==> config.mk <==
export PLATFORM = sky130hd
export DESIGN_NAME = add_insn_decoder
export DESIGN_NICKNAME = d
export VERILOG_FILES = /design/src/rtl/add_dec_pkg.sv /design/src/rtl/add_dec_prefix.sv /design/src/rtl/add_dec_form.sv /design/src/rtl/add_dec_imm.sv /design/src/rtl/add_insn_decoder.sv
export SDC_FILE = /design/constraint.sdc
export NUM_CORES = 1
export LEC_CHECK = 0
export ABC_AREA = 1
export BUFFER_PORTS_ARGS = -buffer_cell sky130_fd_sc_hd__clkbuf_2
export CAP_MARGIN = 15
export CELL_PAD_IN_SITES_DETAIL_PLACEMENT = 0
export CELL_PAD_IN_SITES_GLOBAL_PLACEMENT = 1
export CORE_MARGIN = 3
export CORE_UTILIZATION = 35
export DETAILED_ROUTE_END_ITERATION = 10
export PLACE_DENSITY = 0.78
export SKIP_LAST_GASP = 1
export SLEW_MARGIN = 20
export SYNTH_ARGS = -nofsm -noshare
export SYNTH_HDL_FRONTEND = slang
export SYNTH_SLANG_ARGS = --single-unit
==> constraint.sdc <==
create_clock -name clk -period 15 [get_ports clk]
set_input_delay 3.75 -clock clk [delete_from_list [all_inputs] [get_ports clk]]
set_output_delay 3.75 -clock clk [all_outputs]
set_load 0.01 [all_outputs]
==> src/rtl/add_dec_pkg.sv <==
package add_dec_pkg;

    parameter int unsigned INSN_MAX_BYTES = 15;
    localparam int unsigned BUF_W = INSN_MAX_BYTES * 8;
    localparam int unsigned LEN_W = $clog2(INSN_MAX_BYTES + 1);

    typedef enum logic [1:0] {
        SZ8  = 2'd0,
        SZ16 = 2'd1,
        SZ32 = 2'd2,
        SZ64 = 2'd3
    } opsize_e;

    typedef struct packed {
        logic             valid;
        logic             fault;
        opsize_e          size;
        logic [3:0]       dst;
        logic             dst_hi;
        logic [3:0]       src;
        logic             src_hi;
        logic             src_imm;
        logic [63:0]      imm;
        logic [LEN_W-1:0] len;
    } dec_out_t;

    // Returns {hi_flag, index} for a 4-bit register code.
    function automatic logic [4:0] map_gpr(input logic [3:0] enc,
                                           input logic       byte_op,
                                           input logic       rex_seen);
        if (byte_op && !rex_seen && enc[2])
            return {1'b1, 2'b00, enc[1:0]};
        return {1'b0, enc};
    endfunction

endpackage

==> src/rtl/add_dec_prefix.sv <==
module add_dec_prefix
    import add_dec_pkg::*;
#(
    parameter int unsigned MAX_PFX = 4
) (
    input  logic [BUF_W-1:0] buf_i,
    output logic [LEN_W-1:0] opc_pos_o,
    output logic             opsz16_o,
    output logic             lock_o,
    output logic             rex_seen_o,
    output logic             rex_w_o,
    output logic             rex_r_o,
    output logic             rex_b_o
);
    logic [LEN_W-1:0] cnt;
    logic             stop;
    logic [7:0]       after;

    always_comb begin
        cnt      = '0;
        stop     = 1'b0;
        opsz16_o = 1'b0;
        lock_o   = 1'b0;
        for (int i = 0; i < MAX_PFX; i++) begin
            if (!stop) begin
                if (buf_i[i*8 +: 8] == 8'h66) begin
                    opsz16_o = 1'b1;
                    cnt      = cnt + LEN_W'(1);
                end else if (buf_i[i*8 +: 8] == 8'hF0) begin
                    lock_o = 1'b1;
                    cnt    = cnt + LEN_W'(1);
                end else begin
                    stop = 1'b1;
                end
            end
        end
    end

    assign after      = 8'(buf_i >> {cnt, 3'b000});
    assign rex_seen_o = (after[7:4] == 4'h4);
    assign rex_w_o    = rex_seen_o & after[3];
    assign rex_r_o    = rex_seen_o & after[2];
    assign rex_b_o    = rex_seen_o & after[0];
    assign opc_pos_o  = cnt + LEN_W'(rex_seen_o);

endmodule

==> src/rtl/add_dec_form.sv <==
module add_dec_form
    import add_dec_pkg::*;
(
    input  logic [7:0] opcode_i,
    input  logic [1:0] mod_i,
    input  logic [2:0] ext_i,
    input  logic       rex_w_i,
    input  logic       opsz16_i,
    output logic       is_add_o,
    output logic       has_modrm_o,
    output logic       reg_dst_o,
    output logic       uses_imm_o,
    output logic       acc_form_o,
    output logic [2:0] imm_bytes_o,
    output opsize_e    size_o
);
    opsize_e    cur;
    logic [2:0] wide_imm;

    assign cur      = rex_w_i ? SZ64 : (opsz16_i ? SZ16 : SZ32);
    assign wide_imm = (cur == SZ16) ? 3'd2 : 3'd4;

    always_comb begin
        is_add_o    = 1'b1;
        has_modrm_o = 1'b1;
        reg_dst_o   = 1'b0;
        uses_imm_o  = 1'b0;
        acc_form_o  = 1'b0;
        imm_bytes_o = 3'd0;
        size_o      = cur;
        unique case (opcode_i)
            8'h00: size_o = SZ8;
            8'h01: ;
            8'h02: begin size_o = SZ8; reg_dst_o = 1'b1; end
            8'h03: reg_dst_o = 1'b1;
            8'h04: begin
                size_o = SZ8; has_modrm_o = 1'b0; acc_form_o = 1'b1;
                uses_imm_o = 1'b1; imm_bytes_o = 3'd1;
            end
            8'h05: begin
                has_modrm_o = 1'b0; acc_form_o = 1'b1;
                uses_imm_o = 1'b1; imm_bytes_o = wide_imm;
            end
            8'h80: begin
                size_o = SZ8; uses_imm_o = 1'b1; imm_bytes_o = 3'd1;
                is_add_o = (ext_i == 3'd0);
            end
            8'h81: begin
                uses_imm_o = 1'b1; imm_bytes_o = wide_imm;
                is_add_o = (ext_i == 3'd0);
            end
            8'h83: begin
                uses_imm_o = 1'b1; imm_bytes_o = 3'd1;
                is_add_o = (ext_i == 3'd0);
            end
            default: is_add_o = 1'b0;
        endcase
        if (has_modrm_o && mod_i != 2'b11)
            is_add_o = 1'b0;
    end

endmodule

==> src/rtl/add_dec_imm.sv <==
module add_dec_imm
    import add_dec_pkg::*;
(
    input  logic [31:0] raw_i,
    input  logic [2:0]  nbytes_i,
    input  opsize_e     size_i,
    output logic [63:0] value_o
);
    logic [63:0] sx;

    always_comb begin
        case (nbytes_i)
            3'd1:    sx = {{56{raw_i[7]}},  raw_i[7:0]};
            3'd2:    sx = {{48{raw_i[15]}}, raw_i[15:0]};
            3'd4:    sx = {{32{raw_i[31]}}, raw_i};
            default: sx = '0;
        endcase
        unique case (size_i)
            SZ8:  value_o = {56'd0, sx[7:0]};
            SZ16: value_o = {48'd0, sx[15:0]};
            SZ32: value_o = {32'd0, sx[31:0]};
            SZ64: value_o = sx;
        endcase
    end

endmodule

==> src/rtl/add_insn_decoder.sv <==
module add_insn_decoder
    import add_dec_pkg::*;
#(
    parameter int unsigned MAX_PFX = 4
) (
    input  logic             clk,
    input  logic             rst_n,
    input  logic             in_valid,
    input  logic [BUF_W-1:0] in_bytes,
    output logic             out_valid,
    output logic             out_fault,
    output logic [1:0]       out_size,
    output logic [3:0]       out_dst,
    output logic             out_dst_hi,
    output logic [3:0]       out_src,
    output logic             out_src_hi,
    output logic             out_src_imm,
    output logic [63:0]      out_imm,
    output logic [LEN_W-1:0] out_len
);
    logic [LEN_W-1:0] opc_pos;
    logic             opsz16, lock, rex_seen, rex_w, rex_r, rex_b;
    logic [47:0]      win;
    logic [7:0]       opcode, modrm;
    logic [31:0]      imm_raw;
    logic             is_add, has_modrm, reg_dst, uses_imm, acc_form;
    logic [2:0]       imm_bytes;
    opsize_e          size;
    logic [63:0]      imm_val;
    logic [4:0]       reg_map, rm_map;
    dec_out_t         res_d, res_q;

    add_dec_prefix #(.MAX_PFX(MAX_PFX)) u_prefix (
        .buf_i      (in_bytes),
        .opc_pos_o  (opc_pos),
        .opsz16_o   (opsz16),
        .lock_o     (lock),
        .rex_seen_o (rex_seen),
        .rex_w_o    (rex_w),
        .rex_r_o    (rex_r),
        .rex_b_o    (rex_b)
    );

    assign win     = 48'(in_bytes >> {opc_pos, 3'b000});
    assign opcode  = win[7:0];
    assign modrm   = win[15:8];
    assign imm_raw = has_modrm ? win[47:16] : win[39:8];

    add_dec_form u_form (
        .opcode_i    (opcode),
        .mod_i       (modrm[7:6]),
        .ext_i       (modrm[5:3]),
        .rex_w_i     (rex_w),
        .opsz16_i    (opsz16),
        .is_add_o    (is_add),
        .has_modrm_o (has_modrm),
        .reg_dst_o   (reg_dst),
        .uses_imm_o  (uses_imm),
        .acc_form_o  (acc_form),
        .imm_bytes_o (imm_bytes),
        .size_o      (size)
    );

    add_dec_imm u_imm (
        .raw_i    (imm_raw),
        .nbytes_i (imm_bytes),
        .size_i   (size),
        .value_o  (imm_val)
    );

    assign reg_map = map_gpr({rex_r, modrm[5:3]}, size == SZ8, rex_seen);
    assign rm_map  = map_gpr({rex_b, modrm[2:0]}, size == SZ8, rex_seen);

    always_comb begin
        res_d = '0;
        if (in_valid && is_add) begin
            if (lock) begin
                res_d.fault = 1'b1;
            end else begin
                res_d.valid = 1'b1;
                res_d.size  = size;
                res_d.len   = opc_pos + LEN_W'(1) + LEN_W'(has_modrm)
                            + LEN_W'(imm_bytes);
                if (acc_form) begin
                    res_d.src_imm = 1'b1;
                    res_d.imm     = imm_val;
                end else if (uses_imm) begin
                    {res_d.dst_hi, res_d.dst} = rm_map;
                    res_d.src_imm = 1'b1;
                    res_d.imm     = imm_val;
                end else if (reg_dst) begin
                    {res_d.dst_hi, res_d.dst} = reg_map;
                    {res_d.src_hi, res_d.src} = rm_map;
                end else begin
                    {res_d.dst_hi, res_d.dst} = rm_map;
                    {res_d.src_hi, res_d.src} = reg_map;
                end
            end
        end
    end

    always_ff @(posedge clk) begin
        if (!rst_n) res_q <= '0;
        else        res_q <= res_d;
    end

    assign out_valid   = res_q.valid;
    assign out_fault   = res_q.fault;
    assign out_size    = res_q.size;
    assign out_dst     = res_q.dst;
    assign out_dst_hi  = res_q.dst_hi;
    assign out_src     = res_q.src;
    assign out_src_hi  = res_q.src_hi;
    assign out_src_imm = res_q.src_imm;
    assign out_imm     = res_q.imm;
    assign out_len     = res_q.len;

endmodule

; ---- Word-level counts from Yosys, hierarchy flattened
; Cells that the tools add are included.
[totals]
ff_bits = 83
latchBits = 0
ram_bits = 0
romBits = 0
memories = 0
[op_classes]
n_addsub = 7
mul = 0
div = 0
n_lt_le_gt_ge = 0
eq_ne = 25
shifts = 2
mux = 63
bitwise_logic = 5
reduce_logical = 21
[ops]
columns = cell, n
row1 = $pmux W64 S4, 1
row2 = $pmux W64 S3, 1
row3 = $mux W65, 2
row4 = $shr A120 B7 Y48, 1
row5 = $shr A120 B7 Y8, 1
row6 = $eq A8 B8 Y1 const B, 7
row7 = $mux W4, 10
row8 = $mux W1, 36
row9 = $eq A8 B7 Y1 const B, 4
row10 = $mux W32, 1
row11 = $mux W5, 5
row12 = $add A4 B1 Y4 const B, 4
row13 = $eq A8 B2 Y1 const B, 2
row14 = $eq A8 B3 Y1 const B, 2
row15 = $mux W10, 1
row16 = $reduce_or A5 Y1, 2
row17 = $reduce_or A3 Y1, 3
row18 = $add A4 B1 Y4, 2
row19 = $eq A8 B1 Y1 const B, 1
row20 = $logic_not A8 Y1, 1
row21 = $reduce_or A4 Y1, 2
row22 = $mux W2, 3
row23 = $pmux W3 S2, 1
row24 = $reduce_or A2 Y1, 3
row25 = other kinds (18), 27

; ---- Longest topological paths before layout
; Gate-level depths: netlist of run 1.
[logic_depth]
ltp_word = 29
depth_mapped = 48
mapped_depth_nobuf = 46

; ---- Hierarchy
; From an unflattened synthesis of run 1, not the netlist that was laid out.
[hier_totals]
hier_cells = 1621
hier_area_um2 = 8904.8
[modules_own_cells]
columns = mod, instances, cells_per_inst, area_per_inst_um2, seq_area_each_um2
row1 = add_insn_decoder, 1, 1171, 6601.3, 1661.6
row2 = add_dec_prefix, 1, 219, 1103.6, 0.0
row3 = add_dec_imm, 1, 181, 962.2, 0.0
row4 = add_dec_form, 1, 50, 237.7, 0.0

; ---- Least setup slack after synthesis of run 1
; No wires, ideal clock.
[synth_timing]
path_kind = input port to flip-flop
start = input in_bytes[3]
end = register res_q (netlist bit out_len[3])
arrival_time_ps = 9966
required_time_ps = 14929
path_slack_ps = 4963
path_stages = 47
n_path_buf = 3
path_cell_list = inv_1 -> nand2_1 -> nor2_1 -> nand2_1 -> nand2_2 -> ha_1 -> nand2_1 -> nor2_1 -> inv_1 -> o21ai_0 -> ha_1 -> nor2_1 -> nand2_1 -> nand2_2 -> inv_2 -> a21oi_1 -> o21ai_1 -> nand3_1 -> [11 not listed] -> nand2_1 -> inv_1 -> nor2_1 -> nand3_1 -> nand3_1 -> inv_1 -> ha_1 -> inv_1 -> nand2_2 -> nor2_4 -> buf_6 -> ha_1 -> ha_1 -> a21oi_1 -> nand2_1 -> xnor2_1 -> or2_2 -> a21oi_1
[synth_between]
elab_chain_len = 27
[synth_lines]
columns = element, line
row1 = "start, declared", add_insn_decoder.sv:9  ; input logic [BUF_W-1:0] in_bytes,
row2 = branches (longest 27 deep; another with $add A4 B1 Y4), --
row3 = "end signal, assigned", add_insn_decoder.sv:104  ; else res_q <= res_d;
row4 = "end, declared", add_insn_decoder.sv:31  ; dec_out_t res_d, res_q;
; Several ways; the timed one is not identified.
; A chain may end at the register's enable or synchronous reset.

; ---- Worst setup path after layout of run 1
; Same ends and word-level chain as after synthesis.

==> results of run 1 <==
==> sequential cells by signal, indices dropped and copies added (netlist names) <==
| signal | count |
|---|---|
| out_size | 2 |
| out_dst | 4 |
| out_fault | 1 |
| out_src_hi | 1 |
| out_valid | 1 |
| out_dst_hi | 1 |
| out_len | 4 |
| out_imm | 33 |
| out_src | 4 |
| out_src_imm | 1 |
==> synth_stat cells (5+ instances only) <==
cell / number / area share, %
a211oi_1: 7 / 0.68
a21oi_1: 52 / 3.4
a31oi_1: 21 / 1.7
buf_2: 30 / 1.9
buf_4: 39 / 3.8
buf_6: 6 / 0.88
clkbuf_1: 40 / 1.9
dfxtp_1: 52 / 14
ha_1: 12 / 1.9
inv_1: 139 / 6.8
inv_2: 16 / 0.78
mux2i_1: 6 / 0.78
nand2_1: 432 / 21
nand2_2: 15 / 1.2
nand3_1: 100 / 6.5
nand3_2: 6 / 0.78
nand3b_1: 6 / 0.58
nand4_1: 11 / 0.89
nor2_1: 148 / 7.2
nor2_4: 5 / 0.73
nor3_1: 8 / 0.52
nor4_1: 7 / 0.57
o211ai_1: 16 / 1.6
o21ai_0: 219 / 14
o21ai_1: 11 / 0.71
o311ai_0: 8 / 0.91
==> per-layer routing <==
layer / part of all wire (%) / GRT usage, % / vias to the layer above
met5: 0 / 0 / -
met4: 1.4 / 4.63 / 0
met3: 8.0 / 1.37 / 20
met2: 43 / 37.1 / 460
met1: 47 / 35.9 / 4326
li1: - / - / 4901
==> worst min-delay path by stage <==
| stage | startpoint | endpoint | slack (ps) | cells past startpoint |
|---|---|---|---|---|
| finish | in_valid | out_len[0]$_SDFF_PP0_ | 3900 | 5 |
| global route | in_valid | out_fault$_SDFF_PN0_ | 3940 | 5 |
| CTS | in_valid | out_len[0]$_SDFF_PP0_ | 3910 | 5 |
| detailed placement | out_valid$_SDFF_PN0_ | out_valid | 4140 | 1 |
| global placement | out_src_imm$_SDFF_PP0_ | out_src_imm | 4140 | 1 |
| floorplan | out_dst[0]$_SDFF_PP0_ | out_dst[0] | 4050 | 0 |
==> cells by family after synthesis <==
family	share of synthesized area, %
AO/OA/AOI/OAI	24.7
multiplexers	0.779
AND/OR/NAND/NOR	42.0
flip-flops	13.5
adder cells (fa/ha/maj)	2.21
buffers and inverters	16.6
XOR/XNOR	0.227
==> cell type report <==
type	count	share of cell area (%)
Clock inverter	2	0.406
Timing Repair Buffer	212	12.5
Tap cell	275	3.98
Multi-Input combinational cell	1121	62.6
Clock buffer	6	1.49
Sequential cell	52	12.1
Inverter	160	6.97
==> cell usage in the layout (no fill, tap or decap), drive strengths merged <==
cell type and count:
o21ai 232, inv 155, o211ai 16, or2 2, nor2 157, xnor2 1
nor3 8, a211oi 7, o311ai 9, nand2 451, nor4 7, o31ai 3
a31oi 21, nand3b 6, clkinv 6, nand4 13, buf 7, a21oi 53
dfxtp 52, o22ai 1, a32oi 4, nand3 108, o21a 2, ha 12
fa 1, mux2i 6, xor2 1, clkbuf 211, bufinv 1
==> power by group <==
part	switching [uW]	total, uW	internal (uW)	leakage, uW
Sequential	0.00946	138	138	0.000419
Clock	43.7	122	78.3	0.0000808
Combinational	77.6	117	39.3	0.00388
==> worst max-delay path: cells and delay by family <==
family	cells	cell delay, ps
AOI/OAI and AO/OA	7	1020
xor gates and xnor gates	1	130
adders and majority gates	6	2410
buffers and inverters	9	1710
and+or+nand+nor	23	3100
==> through the flow <==
step	cells	power [uW]	utilization (%)	hold slack, ps	area [um2]
2_1_floorplan	1452	207	-	4050	7710
3_3_place_gp	1820	256	39.7	4140	8470
3_5_place_dp	1820	255	39.7	4140	8470
4_1_cts	1828	377	40.4	3910	8640
5_1_grt	1828	398	40.4	3940	8640
6_report	1828	377	40.4	3900	8640
==> impl_metrics.tcl, run 1 <==
set metrics [dict create \
    async_reset_ff_share_pct 0 \
    drc 0 \
    cts_sinks 52 \
    start_util_pct 36.1 \
    drive_gt1_share_pct 18.1 \
    synth_seq_area_share_pct 13.5 \
    cts-root-buf "clkbuf_16" \
    yosysWarnings 0 \
    die-area_um2 23800 \
    power_density_nw_per_um2 43.7 \
    criticalPathCategory "input port to flop" \
    synth_cells 1452 \
    cpMostUsedCell "nand2_1" \
    tightest_slew_ps 955 \
    slew_headroom_pct 36.4 \
    regArea_um2 1040 \
    fin_nets 1688 \
    arrival_ps 12180 \
    fin_crit_sh_pct 79.8 \
    ys_types 46 \
    post-place-ws_ps 2870 \
    critPathRequiredTime_ps 15220 \
    hold_buffers 0 \
    die_h_um 154 \
    overflow 0 \
    maxCapViolCount 0 \
    wl_um 29900 \
    viasPerCell 5.31 \
    slowest_stage "ha_4" \
    ios 206 \
    fin_ws_ps 3040 \
    place.gp.congestion 1.04 \
    synth_nets 1588 \
    netlist_area_um2 7710 \
    synthToLayoutAreaGrowth_pct 12.0 \
    dr.pass1.iters 6 \
    crit_fanout 112 \
    critPathLaunchType "input port" \
    drtIter0Drc 914 \
    cts_tree "done" \
    antennaDiodeCount 0 \
    dp_hpwl_um 24000 \
    grt_pass1_wl_um 46100 \
    hp-class "input port to flop" \
    cts_buffer_depth 2 \
    grt_pass1_vias 8445 \
    die_w_um 154 \
    finalSetupViolations 0 \
    fin_setup_tns_ps 0 \
    track_usage_pct 23.7 \
    status "finished, final reports clean" \
    cts_resized 0 \
    vias 9707 \
    crit_end "out_len[3]$_SDFF_PP0_" \
    ir_worst_vdd_uv 44.6 \
    postSynthAreaPerCell_um2 5.31 \
    ys.flop_type "dfxtp_1" \
    period_needed_ps 11960 \
    cts.clk_slew.worst_paths_ps 60 \
    final-hold-violation-count 0 \
    post_cts_buffers 0 \
    wire_per_inst_um 16.4 \
    fmax_mhz 83.6 \
    p_leak_uw 0.00438 \
    end_kind "flop" \
    drv_slew 0 \
    critPathMaxStageDelay_ps 970 \
    synth_edf_count 0 \
    rows 53 \
    htree_levels 2 \
    nFillCells 2510 \
    antenna_found_initial 0 \
    crit_start "in_bytes[3]" \
    ys_seq_elements 52 \
    rsz0062_at_grt "no" \
    grt_max_degree 113 \
    port_buffers 205 \
    coreArea_um2 21400 \
    numCtsBuffers 5 \
    multi_input_area_um2 5410 \
    ant_nets 0 \
]
Power figures use the tool's default switching activity.
==> inputs of run 2 (changes only) <==
==> constraint.sdc (replaced) <==
create_clock -name clk -period 12.5 [get_ports clk]
set_input_delay 3.125 -clock clk [delete_from_list [all_inputs] [get_ports clk]]
set_output_delay 3.125 -clock clk [all_outputs]
set_load 0.01 [all_outputs]
==> impl_metrics.tcl, run 2 (synthesis results as in run 1) <==
set metrics [dict create \
    cp.buffers_inverters 10 \
    crit_fanout 35 \
    ant_nets 0 \
    die-area_um2 23800 \
    slowest_stage "ha_2" \
    ir_worst_vdd_uv 57.2 \
    grt_util_met1_pct 36.0 \
    final_area_um2 8650 \
    largest_reg_flops 33 \
    cts_buffer_depth 2 \
    cts_sinks 52 \
    arrival_ps 10850 \
    tightest_slew_ps 916 \
    place.gp.congestion 0.983 \
    critPathRequiredTime_ps 12720 \
    dr.pass1.iters 6 \
    critPathLaunchType "input port" \
    cts.clk_slew.worst_paths_ps 60 \
    track_usage_pct 24.1 \
    critPathMaxStageDelay_ps 680 \
    slew_headroom_pct 38.4 \
    rsz0062_at_grt "no" \
    final_cell_mix "432 x nand2_1, 219 x o21ai_0, 205 x clkbuf_2" \
    wl_um 30300 \
    p_leak_uw 0.00439 \
    fin_setup_tns_ps 0 \
    fin_crit_sh_pct 85.1 \
    hp-class "input port to flop" \
    antennaDiodeCount 0 \
    drive_gt1_share_pct 18.4 \
    numCtsBuffers 5 \
    ios 206 \
    final_common_cell "nand2_1" \
    post-place-ws_ps 1610 \
    crit_family "simple AND/OR/NAND/NOR gates" \
    overflow 0 \
    grt_pass1_vias 8524 \
    grt_pass1_wl_um 46800 \
    drv_slew 0 \
    busiest_layer "met2" \
    power_density_nw_per_um2 49.9 \
    end_kind "flop" \
    drtIter0Drc 866 \
    grt_use_met3_pct 2.15 \
    cts-root-buf "clkbuf_16" \
    fmax_mhz 94.0 \
    grt_max_degree 73 \
    antenna_found_initial 0 \
    use_met2_pct 36.9 \
    criticalPathCategory "input port to flop" \
    wire_per_inst_um 16.5 \
    post_cts_buffers 0 \
    cts_resized 0 \
    dpl_cell_area_um2 8520 \
    synthToLayoutAreaGrowth_pct 12.2 \
    rows 53 \
    die_h_um 154 \
    htree_levels 2 \
    hold_buffers 0 \
    drc 0 \
    status "finished, final reports clean" \
    die_w_um 154 \
    final-hold-violation-count 0 \
    start_util_pct 36.1 \
    cts_tree "done" \
    viasPerCell 5.21 \
    dp_hpwl_um 24600 \
    fin_nets 1694 \
    maxCapViolCount 0 \
    port_buffers 205 \
    period_needed_ps 10630 \
    fin_ws_ps 1870 \
    coreArea_um2 21400 \
    vias 9545 \
    finalSetupViolations 0 \
]
==> run 2: per-layer routing <==
| layer | up-vias | routed length [um] |
|---|---|---|
| met4 | 0 | 754 |
| met3 | 34 | 2160 |
| li1 | 4911 | - |
| met1 | 4208 | 14500 |
| met2 | 392 | 12900 |
| met5 | - | 0 |
==> run 2: path summary, 6_finish.rpt <==
kind,from,to,slack [ps],cells after the start
setup / recovery,in_bytes[11],out_len[3]$_SDFF_PP0_,1870,45
hold / removal,in_valid,out_len[0]$_SDFF_PP0_,3280,5
==> run 2: where the power goes <==
part           internal (uW)  total (uW)  switching [uW]
registers                166         166          0.0124
logic                   47.3         141            94.0
clock network           72.7         124            51.6
==> run 2: final cells by class <==
| class | instances | area [um2] |
|---|---|---|
| clock inverters | 1 | 5.00 |
| fillers | 2535 | 12700 |
| inverters | 160 | 602 |
| flip-flops and latches | 52 | 1040 |
| well taps | 275 | 344 |
| clock buffers | 6 | 129 |
| repair buffers | 218 | 1120 |
| multi-input cells | 1121 | 5410 |
==> run 2: per-stage QoR <==
step / util (%) / hold WS [ps] / cells / power (uW)
floorplan: - / 3430 / 1452 / 248
detailed placement: 39.9 / 3510 / 1826 / 308
finish: 40.5 / 3280 / 1833 / 431
CTS: 40.5 / 3280 / 1833 / 434
global placement: 39.9 / 3510 / 1826 / 309
global route: 40.5 / 3340 / 1833 / 457
